==> config.mk <==
export PLATFORM = sky130hd
export DESIGN_NAME = pairwise_lru_unit
export DESIGN_NICKNAME = d
export VERILOG_FILES = /design/src/rtl/lru_pkg.sv /design/src/rtl/lru_code_store.sv /design/src/rtl/lru_code_update.sv /design/src/rtl/lru_victim_decode.sv /design/src/rtl/pairwise_lru_unit.sv
export SDC_FILE = /design/constraint.sdc
export NUM_CORES = 1
export LEC_CHECK = 0
export ABC_AREA = 1
export BUFFER_PORTS_ARGS = -buffer_cell sky130_fd_sc_hd__buf_2
export CAP_MARGIN = 20
export CORE_AREA = 2 2 200 202
export CTS_CLUSTER_SIZE = 10
export DETAILED_ROUTE_END_ITERATION = 8
export DIE_AREA = 0 0 202 204
export GPL_ROUTABILITY_DRIVEN = 1
export PLACE_DENSITY_LB_ADDON = 0.3
export SYNTH_ARGS = -nofsm -noshare
export SYNTH_HDL_FRONTEND = slang
export SYNTH_HIERARCHICAL = 1
export SYNTH_SLANG_ARGS = --single-unit
==> constraint.sdc <==
create_clock -name clk -period 2.12 [get_ports clk]
set_input_delay 0.212 -clock clk [delete_from_list [all_inputs] [get_ports clk]]
set_output_delay 0.212 -clock clk [all_outputs]
set_load 0.02 [all_outputs]
==> src/rtl/lru_pkg.sv <==
package lru_pkg;

   localparam int NUM_WAYS = 4;
   localparam int WAY_W    = 2;
   localparam int CODE_W   = NUM_WAYS * (NUM_WAYS - 1) / 2;

   typedef logic [WAY_W-1:0]  way_t;
   typedef logic [CODE_W-1:0] code_t;

   // Lower way of the pair tracked by code bit k
   function automatic int pair_lo(input int k);
      case (k)
         5, 4, 3: return 0;
         2, 1:    return 1;
         default: return 2;
      endcase
   endfunction

   // Higher way of the pair tracked by code bit k
   function automatic int pair_hi(input int k);
      case (k)
         5:       return 1;
         4, 2:    return 2;
         default: return 3;
      endcase
   endfunction

endpackage

==> src/rtl/lru_code_store.sv <==
module lru_code_store
   import lru_pkg::*;
#(
   parameter int NUM_SETS = 64,
   localparam int SET_W   = $clog2(NUM_SETS)
) (
   input  logic                           clk,
   input  logic                           por_n,
   input  logic                           wr_en,
   input  logic [SET_W-1:0]               wr_set,
   input  code_t                          wr_code,
   output logic [NUM_SETS-1:0][CODE_W-1:0] codes
);

   for (genvar s = 0; s < NUM_SETS; s++) begin : g_set
      always_ff @(posedge clk or negedge por_n) begin
         if (!por_n)
            codes[s] <= '0;
         else if (wr_en && (wr_set == SET_W'(s)))
            codes[s] <= wr_code;
      end


      untouched_set_chk: assert property (@(posedge clk) disable iff (!por_n)
         !(wr_en && (wr_set == SET_W'(s))) |=> $stable(codes[s]));
   end

endmodule

==> src/rtl/lru_code_update.sv <==
module lru_code_update
   import lru_pkg::*;
(
   input  code_t cur_code,
   input  way_t  way,
   output code_t nxt_code
);

   for (genvar k = 0; k < CODE_W; k++) begin : g_bit
      localparam int LO = pair_lo(k);
      localparam int HI = pair_hi(k);
      always_comb begin
         if (way == WAY_W'(LO))
            nxt_code[k] = 1'b0;
         else if (way == WAY_W'(HI))
            nxt_code[k] = 1'b1;
         else
            nxt_code[k] = cur_code[k];
      end
   end

endmodule

==> src/rtl/lru_victim_decode.sv <==
module lru_victim_decode
   import lru_pkg::*;
(
   input  code_t code,
   input  logic  two_way,
   output way_t  victim
);

   logic hit0, hit1, hit2;

   // way 0 is oldest against 1, 2 and 3
   assign hit0 = code[5] & code[4] & code[3];
   // way 1 is oldest against 0, 2 and 3
   assign hit1 = ~code[5] & code[2] & code[1];
   // way 2 is oldest against 0, 1 and 3
   assign hit2 = ~code[4] & ~code[2] & code[0];

   always_comb begin
      if (two_way)
         victim = code[5] ? 2'd0 : 2'd1;
      else if (hit0)
         victim = 2'd0;
      else if (hit1)
         victim = 2'd1;
      else if (hit2)
         victim = 2'd2;
      else
         victim = 2'd3;
   end


   always_comb begin
      two_way_range_chk: assert (!two_way || $isunknown(code) || victim[1] == 1'b0);
   end

endmodule

==> src/rtl/pairwise_lru_unit.sv <==
module pairwise_lru_unit
   import lru_pkg::*;
#(
   parameter int NUM_SETS = 64,
   localparam int SET_W   = $clog2(NUM_SETS)
) (
   input  logic             clk,
   input  logic             por_n,
   input  logic             mrst_n,
   input  logic             ram_mode,
   input  logic             flush,
   input  logic [SET_W-1:0] set_idx,
   input  logic             acc_valid,
   input  logic [1:0]       acc_way,
   output logic [1:0]       victim_way
);

   if (NUM_SETS < 2 || (NUM_SETS & (NUM_SETS - 1)) != 0) begin : g_bad_sets
      $error("NUM_SETS must be a power of two of at least 2");
   end
   if (NUM_WAYS != 4 || CODE_W != 6) begin : g_bad_ways
      $error("pairwise code is defined for four ways only");
   end

   logic [NUM_SETS-1:0][CODE_W-1:0] codes;
   code_t cur_code;
   code_t nxt_code;
   logic  upd_en;

   assign upd_en   = acc_valid & mrst_n & ~flush;
   assign cur_code = codes[set_idx];

   lru_code_store #(.NUM_SETS(NUM_SETS)) i_store (
      .clk     (clk),
      .por_n   (por_n),
      .wr_en   (upd_en),
      .wr_set  (set_idx),
      .wr_code (nxt_code),
      .codes   (codes)
   );

   lru_code_update i_update (
      .cur_code (cur_code),
      .way      (acc_way),
      .nxt_code (nxt_code)
   );

   lru_victim_decode i_decode (
      .code    (cur_code),
      .two_way (ram_mode),
      .victim  (victim_way)
   );


   way0_clears_chk: assert property (@(posedge clk) disable iff (!por_n)
      (acc_valid && mrst_n && !flush && acc_way == 2'd0)
      |=> codes[$past(set_idx)][5:3] == 3'b000);


   way3_sets_chk: assert property (@(posedge clk) disable iff (!por_n)
      (acc_valid && mrst_n && !flush && acc_way == 2'd3)
      |=> (codes[$past(set_idx)][3] && codes[$past(set_idx)][1] && codes[$past(set_idx)][0]));


   manual_hold_chk: assert property (@(posedge clk) disable iff (!por_n)
      !mrst_n |=> $stable(codes));


   flush_hold_chk: assert property (@(posedge clk) disable iff (!por_n)
      flush |=> $stable(codes));

endmodule

==> qor.yml, run 1 <==
sta:
  rsz0062_at_grt: "yes"
  period_share_pct: 115.7
  setup_viol: 66
  min_period_ns: 2.452
  setup_tns_ns: -16.95
  hold_violations: 0
  setup_ws_ns: -0.3322
  skew_ns: 0.01275
  relSlewSlack_pct: 58.89
  worst_pin_slew_ns: 0.6167
  slew_violations: 0
  hold_slack_ns: 0.2204
  fmax_mhz: 407.8
yosys:
  synth.top_cells.by_count: "1396 x nand2_1, 624 x nand3_1, 384 x dfrtp_1"
  synth-seq-cells: 384
  syn-cell-area_um2: 19290
  async_flop_share_pct: 100.0
  synth.most_common_cell: "nand2_1"
  yosys_warnings: 6
  synth_top_area_cell: "dfrtp_1"
  netlist_top_cells_area: "dfrtp_1 50%, nand2_1 27%, nand3_1 16%"
  synth_top_area_share_pct: 49.82
  syn_avg_cell_area_um2: 7.203
  ys_types: 19
  yosysSeqAreaShare_pct: 49.82
  synth_edf_count: 0
  synth_flop_cell: "dfrtp_1"
  netlist_instances: 2678
  syn-num-nets: 2692
cells_and_area:
  final_cells: 3236
  n_antenna_cell: 0
  reg.largest.list: "i_store/codes: 384 flops"
  largest_register_ffs: 384
  syn2layout_area_growth_pct: 18.16
  layout-drive-gt1-share_pct: 12.28
  regMostFlops: "i_store/codes"
  nNetsFinal: 2718
  fin_util_pct: 58.17
power:
  static-leakage-power_nw: 11.78
  power_mw: 17.07
  ir_drop_uv: 545.3
  power_density_nw_per_um2: 749.1
place:
  place.gp.congestion: 0.9642
  port-buffer-count: 15
  hpwl_um: 38360
  placedCellCount: 3159
global_routing:
  met1_usage_pct: 40.85
  grt_util_met3_pct: 5.421
  grt_busiest_layer: "met2"
  antenna_found_initial: 0
  grt_first_pass_wirelength_um: 96530
  grt_start_max_net_pins: 68
  grt_pass1_vias: 17790
  grt.total_usage_pct: 29.55
  grt_use_met2_pct: 46.21
  overflow: 0
floorplanning:
  die_w_um: 202
  fp.dieH_um: 204
  num_rows: 73
  initial_core_util_pct: 49.23
  io_pins: 16
  core_area_um2: 39180
  die-area_um2: 41210
worst_setup_path:
  critPathCaptureType: "primary output"
  cp_max_fo: 3
  cp.required_ns: 1.91
  arrival_ns: 2.24
  cp_cell_sequence: "nand2_1, nand3_1, nand3_1, nand2_2, nand2_1, nand3_1, nand3_2, nand2_2, nand2_1, o21ai_2, nor2_1, buf_4"
  slowest_delay_ns: 0.35
  cp-start-kind: "register"
  path_class: "register to primary output"
  ff2ff_path_depth: 18
  worst_path_max_delay_cell: "dfrtp_1"
clocking:
  cts_buffers: 45
  cts_tree: "built"
  ctsRootBufferMaster: "clkbuf_16"
  htreeDepth: 2
  clkSlewWorstSetupHoldPaths_ns: 0.05
  cts_sinks: 384
  clk_latency_ns: 0.57
  cts_buffer_depth: 3
routing:
  drt-initial-drc-count: 2317
  viasPerCell: 5.724
  drcViolationCount: 0
  vias: 18520
  drtAntennaViolNets: 0
  drt_wl_total_um: 61670
  dr.pass1.iters: 6
  wl_per_cell_um: 19.06
outcome:
  violations: "negative setup slack"
  status: "complete, but fails checks"
hold_path:
  min_path_cells: 4
  hold_class: "input pin to register"
run:
  maxCapViolCount: 0
[worst paths after layout]
check                                         from                 end  slack, ns
worst max-delay path            i_store/codes[230]       victim_way[1]      -0.33
worst min-delay path                    acc_way[1]   i_store/codes[77]       0.22
worst max register to register  i_store/codes[143]  i_store/codes[263]      -0.32
worst min register to register  i_store/codes[260]  i_store/codes[260]       0.47
max in group asynchronous                    por_n  i_store/codes[217]       1.10
min in group asynchronous                    por_n  i_store/codes[337]       0.23
[cell families (layout without fill, tap and decap cells)]
family                 Yosys count  after routing  synth area share [%]
AOI/OAI and AO/OA               23             24                0.6292
buffers and inverters          210            242                 5.163
DFF                            384            384                 49.82
and+or+nand+nor               2061           2061                 44.39
[layout make-up]
cell class                      count  area [um^2]
Clock buffer                       53         1196
Tap cell                          525        656.9
Inverter                           24        92.59
Sequential cell                   384         9609
Timing Repair Buffer              164         2031
Multi-Input combinational cell   2085         9176
Clock inverter                      1        30.03
Fill cell                        3479        16390
[layout by cell type (no fill, tap or decap), types with 14 or more instances in the layout]
cell type and n:
buf_12 56, buf_4 84, clkbuf_16 50, dfrtp_1 384, inv_1 20, nand2_1 1364
nand2_2 32, nand3_1 565, nand3_2 55, nor2_1 21, nor2_2 14
[critical path, delay by kind of cell, from the launching register on]
kind / cells / cell delay (ns)
AND/OR/NAND/NOR: 10 / 0.97
buffers and inverters: 1 / 0.15
flip-flops: 1 / 0.35
AO/OA/AOI/OAI: 1 / 0.21
[where the power goes]
group / internal (mW) / leakage [nW] / switching (mW)
Combinational: 0.798 / 5.87 / 1.55
Clock: 4.02 / 0.602 / 2.87
Sequential: 7.66 / 5.31 / 0.182
Total: 12.5 / 11.8 / 4.60
[per-stage QoR]
stage	instance area (um^2)	setup WS [ns]
detailed placement	20840	-0.3364
global placement	20840	-0.2713
floorplan	19290	0.05581
finish	22790	-0.3322
CTS	22380	-0.2665
global route	22790	-0.4262
[what timing repair did]
action	CTS	global route
hold buffers	1	0
endpoints found under the hold margin	56	0
endpoints found under the setup margin	2	132
cloned	0	7
gates resized for setup	66	41
pin swaps	25	20
setup buffers	6	9
[per-layer routing]
metal	vias to the layer above	share of wire, %	routed length (um)
met4	0	3.5	2171
met3	144	9.2	5678
met1	8876	41	25540
met2	895	46	28290
met5	-	0	0
li1	8609	-	-
Note: power is estimated with default switching activity, not from simulation.
==> run 2, diff against run 1 <==
PLACE_DENSITY = 0.69   (was unset)
PLACE_DENSITY_LB_ADDON = unset   (was 0.3)
==> run 2 against run 1 <==
  * The run still ends with negative setup slack left
  * First-iteration DRC count shrank 24%
  * Register-to-register slack better by 0.47 ns
  * Via count decreased by 0.45%
  * Global-route usage increased by 0.55 points
  * Critical endpoint unchanged
  * Die area unchanged
  * Sequential share of layout area shrank 0.099 points
  * Largest cell class unchanged
  * Utilization rose by 0.14 points
  * Clock power is 2% lower
  * Setup slack better by 0.075 ns
  * Cell count is 0.19% higher
==> qor.yml, run 2 (same netlist as run 1, synthesis figures left out) <==
outcome:
  status: "complete, but fails checks"
  violations: "negative setup slack"
power:
  power.switching_mw: 4.597
  ir_drop_uv: 466.1
  power_density_nw_per_um2: 736.6
  internal-power_mw: 12.23
  p_seq_share_pct: 46.5
  clockPowerShare_pct: 40.1
  swShare_pct: 27.32
  pwr-share-comb_pct: 13.3
  static-leakage-power_nw: 11.80
global_routing:
  antenna_found_initial: 3
  grt_pass1_vias: 17900
  grt.total_usage_pct: 30.10
  grt_first_pass_wirelength_um: 97990
  grt_start_max_net_pins: 100
  overflow: 0
clocking:
  clk_latency_ns: 0.56
  cts_tree: "built"
  ctsRootBufferMaster: "clkbuf_16"
  cts_buffers: 45
  cts_sinks: 384
  cts_buffer_depth: 3
  htreeDepth: 2
  clkSlewWorstSetupHoldPaths_ns: 0.05
sta:
  setup_viol: 2
  worst_pin_slew_ns: 0.5587
  setup_tns_ns: -0.4799
  min_period_ns: 2.377
  setup_ws_ns: -0.2570
  fmax_mhz: 420.7
  period_share_pct: 112.1
  skew_ns: 0.01231
  hold_slack_ns: 0.1104
  slew_violations: 0
  relSlewSlack_pct: 62.75
  hold_violations: 0
  rsz0062_at_grt: "yes"
worst_setup_path:
  critPathCaptureType: "primary output"
  path_class: "register to primary output"
  cp-start-kind: "register"
  r2r-start: "i_store/codes[339]"
  cp.required_ns: 1.91
  cp_max_fo: 4
  timing.rr.end: "i_store/codes[189]"
  r2r_slack_ns: 0.15
  arrival_ns: 2.17
  ff2ff_path_depth: 14
cells_and_area:
  fin_util_pct: 58.30
  nNetsFinal: 2718
  regMostFlops: "i_store/codes"
  reg.largest.list: "i_store/codes: 384 flops"
  syn2layout_area_growth_pct: 18.44
  final_common_cell: "nand2_1"
  mostFrequentLayoutCells: "1354 x nand2_1, 521 x nand3_1, 384 x dfrtp_1"
  layout-drive-gt1-share_pct: 14.11
  largest_register_ffs: 384
place:
  port-buffer-count: 15
  place.gp.congestion: 0.9288
  hpwl_um: 39200
routing:
  vias: 18440
  viasPerCell: 5.688
  dr.pass1.iters: 6
  wl_per_cell_um: 18.83
  drtAntennaViolNets: 0
  drt_wl_total_um: 61060
  drcViolationCount: 0
  drt-initial-drc-count: 1756
floorplanning:
  fp.dieH_um: 204
  core_area_um2: 39180
  die-area_um2: 41210
  die_w_um: 202
  num_rows: 73
  io_pins: 16
  initial_core_util_pct: 49.23
hold_path:
  hold_class: "input pin to async pin"
run:
  maxCapViolCount: 0
==> run 2: cell count changes in the layout (fill, tap and decap cells not counted), sizes merged <==
cell,previous run,this run
buf,158,163
o21ai,21,20
clkbuf,58,57
bufinv,1,0
diode,0,3
clkinv,0,1
==> run 2: routing by layer <==
layer  global-route usage (%)  part of all wire, %
met3                    4.783                  8.4
met1                    41.91                   42
met4                    14.39                  4.6
met5                        0                    0
met2                    46.23                   45
==> run 2: power by group through the flow <==
stage          combinational (mW)  clock, mW  sequential (mW)
2_1_floorplan                1.09          0             7.91
3_3_place_gp                 2.01          0             7.94
3_5_place_dp                 2.04          0             7.95
4_1_cts                      2.13       6.86             7.83
5_1_grt                      2.43       7.15             7.87
6_report                     2.24       6.75             7.83
==> run 2: how the worst max path moves through the flow <==
stage               depth (start not counted)            endpoint                from  slack [ns]
finish                                     12       victim_way[1]  i_store/codes[215]       -0.26
global route                               12       victim_way[1]  i_store/codes[191]       -0.33
CTS                                        12       victim_way[1]  i_store/codes[305]       -0.25
detailed placement                         14       victim_way[1]          set_idx[1]       -0.36
global placement                           14       victim_way[1]          set_idx[1]       -0.35
floorplan                                  17  i_store/codes[218]          set_idx[1]        0.06
==> run 2: through the flow <==
step	worst slack, ns	cells	cell area (um^2)	power (mW)
3_5_place_dp	-0.3615	3169	20840	9.995
4_1_cts	-0.2492	3230	22480	16.81
2_1_floorplan	0.05581	2678	19290	8.997
3_3_place_gp	-0.3514	3169	20840	9.954
5_1_grt	-0.3330	3240	22840	17.44
6_report	-0.2570	3242	22850	16.83
==> run 2: repair_timing <==
action / in CTS / in global routing
hold endpoints to repair: 384 / 0
pin swaps: 45 / 29
gates resized for setup: 97 / 59
setup buffers: 4 / 8
hold buffers: 1 / 0
setup endpoints to repair: 2 / 57
cloned: 0 / 1
==> run 2: final cells by class <==
| cell class | instances | area [um^2] |
|---|---|---|
| clock inverters | 1 | 5.005 |
| inverters | 24 | 92.59 |
| clock buffers | 56 | 1187 |
| diodes | 3 | 7.507 |
| fillers | 3558 | 16340 |
| flip-flops and latches | 384 | 9609 |
| repair buffers | 165 | 1878 |
| well taps | 525 | 656.9 |
| multi-input cells | 2084 | 9409 |
==> run 2: critical path, stage by stage (launching register included) <==
cell,delay [ns]
dfrtp_1,0.38
nand2_1,0.08
nand3_2,0.08
nand3_2,0.11
nand2_2,0.10
nand2_2,0.07
nand3_2,0.07
nand3_2,0.11
nand2_4,0.07
buf_6,0.12
o21ai_4,0.19
nor2_1,0.06
buf_4,0.15
==> run 3, diff against run 2 <==
CORE_AREA = 2 2 142 283   (was 2 2 200 202)
DIE_AREA = 0 0 144 285   (was 0 0 202 204)
clock period = 2.45 ns   (was 2.12 ns; I/O delays follow)
==> run 3 against run 2 <==
  * The flow still finishes with violations (negative setup slack)
  * Clock skew is 0.0028 ns higher
  * Critical path depth increased by 1
  * Non-clock buffer count fell by 3
  * Clock power fell by 15%
  * Critical path type unchanged
==> qor.yml, run 3 (same netlist as run 1, synthesis figures left out) <==
global_routing:
  overflow: 0
  grt_start_max_net_pins: 88
  grt.total_usage_pct: 29.59
  antenna_found_initial: 0
  grt_first_pass_wirelength_um: 95390
  grt_pass1_vias: 17320
routing:
  drt_wl_total_um: 60800
  drcViolationCount: 0
  vias: 18190
  viasPerCell: 5.635
  dr.pass1.iters: 6
  drt-initial-drc-count: 1774
  wl_per_cell_um: 18.83
  drtAntennaViolNets: 0
clocking:
  htreeDepth: 2
  clk_latency_ns: 0.55
  cts_sinks: 384
  clkSlewWorstSetupHoldPaths_ns: 0.05
  cts_tree: "built"
  cts_buffer_depth: 3
  ctsRootBufferMaster: "clkbuf_16"
  cts_buffers: 44
sta:
  setup_ws_ns: -0.02885
  min_period_ns: 2.479
  hold_violations: 0
  skew_ns: 0.01511
  period_share_pct: 101.2
  worst_pin_slew_ns: 0.9219
  fmax_mhz: 403.4
  slew_violations: 0
  relSlewSlack_pct: 38.47
  setup_viol: 2
  rsz0062_at_grt: "yes"
floorplanning:
  core_area_um2: 39050
  die_w_um: 144
  die-area_um2: 41040
  num_rows: 103
  io_pins: 16
  fp.dieH_um: 285
  initial_core_util_pct: 49.40
outcome:
  status: "complete, but fails checks"
  violations: "negative setup slack"
cells_and_area:
  reg.largest.list: "i_store/codes: 384 flops"
  n_antenna_cell: 0
  syn2layout_area_growth_pct: 17.33
  regMostFlops: "i_store/codes"
  nNetsFinal: 2714
  fin_area_um2: 22630
  layout-drive-gt1-share_pct: 11.76
  mostFrequentLayoutCells: "1371 x nand2_1, 566 x nand3_1, 384 x dfrtp_1"
  largest_register_ffs: 384
  fin_util_pct: 57.96
  final_common_cell: "nand2_1"
power:
  ir_drop_uv: 589.8
  pwr-share-comb_pct: 13.8
  p_seq_share_pct: 46.7
  power_density_nw_per_um2: 642.5
  power.switching_mw: 3.934
  swShare_pct: 27.05
  internal-power_mw: 10.61
  power_mw: 14.54
  clockPowerShare_pct: 39.5
  static-leakage-power_nw: 11.71
place:
  place_area_um2: 20860
  hpwl_um: 38490
  port-buffer-count: 15
  place.gp.congestion: 0.8780
worst_setup_path:
  cp.required_ns: 2.20
  critPathCaptureType: "primary output"
  path_class: "register to primary output"
  cp-start-kind: "register"
  arrival_ns: 2.23
  cp_max_fo: 3
hold_path:
  hold_class: "input pin to async pin"
run:
  maxCapViolCount: 0
-- run 3: power groups by stage --
stage | clock, mW | combinational [mW] | sequential, mW
after global placement | 0 | 1.80 | 6.89
after global routing | 6.09 | 2.16 | 6.81
after detailed placement | 0 | 1.82 | 6.89
final | 5.75 | 2.01 | 6.79
after floorplan | 0 | 0.943 | 6.84
after CTS | 5.85 | 1.87 | 6.78
-- run 3: path summary, 6_finish.rpt --
kind                                    start                 end  slack [ns]  depth (start not counted)
setup / recovery           i_store/codes[190]       victim_way[0]       -0.03                         13
min in group clk                   acc_way[1]   i_store/codes[77]        0.22                          4
max in group asynchronous               por_n  i_store/codes[150]        1.40                          3
hold reg to reg            i_store/codes[130]  i_store/codes[130]        0.47                          2
hold / removal                          por_n  i_store/codes[247]        0.22                          2
setup reg to reg           i_store/codes[320]    i_store/codes[8]        0.12                         18
-- run 3: per-layer routing --
layer  wire (um)  vias up  global-route usage (%)
li1            -     8593                       -
met1       24900     8654                   40.85
met2       28860      756                   46.48
met3        3852      188                   3.258
met4        3186        0                   14.29
met5           0        -                       0
-- run 3: worst max-delay path: stages, from the launching register on --
cell and delay, ns:
dfrtp_1 0.37, nand2_1 0.07, nand3_1 0.09, nand3_2 0.13, nand2_1 0.09, nand2_1 0.07
nand3_1 0.13, nand3_1 0.13, nand2_2 0.10, nor2_2 0.12, nand2_1 0.08, nand3_2 0.08
nand2_2 0.07, buf_6 0.13
-- run 3: timing repair --
action	CTS	global route
pin swaps	22	31
cloned	0	5
hold endpoints to repair	42	0
hold buffers	1	0
buffers inserted	6	11
endpoints found under the setup margin	2	59
resized for setup	38	55
-- run 3: layout make-up --
cell class / count / area, um^2
timing repair buffer: 162 / 1997
sequential: 384 / 9609
tap: 525 / 656.9
fill: 3647 / 16420
clock buffer: 49 / 1161
multi-input combinational: 2084 / 9110
inverter: 24 / 97.59
-- run 3: per-stage QoR --
stage / TNS (ns) / setup WS [ns] / hold WS [ns] / cells
2_1_floorplan: 0 / 0.3528 / -0.05059 / 2678
3_3_place_gp: 0 / 0.04919 / 0.2045 / 3157
3_5_place_dp: 0 / 0.03738 / 0.2116 / 3157
4_1_cts: 0 / 0.002938 / 0.1965 / 3213
5_1_grt: -0.2047 / -0.1115 / 0.2395 / 3228
6_report: -0.03396 / -0.02885 / 0.2186 / 3228
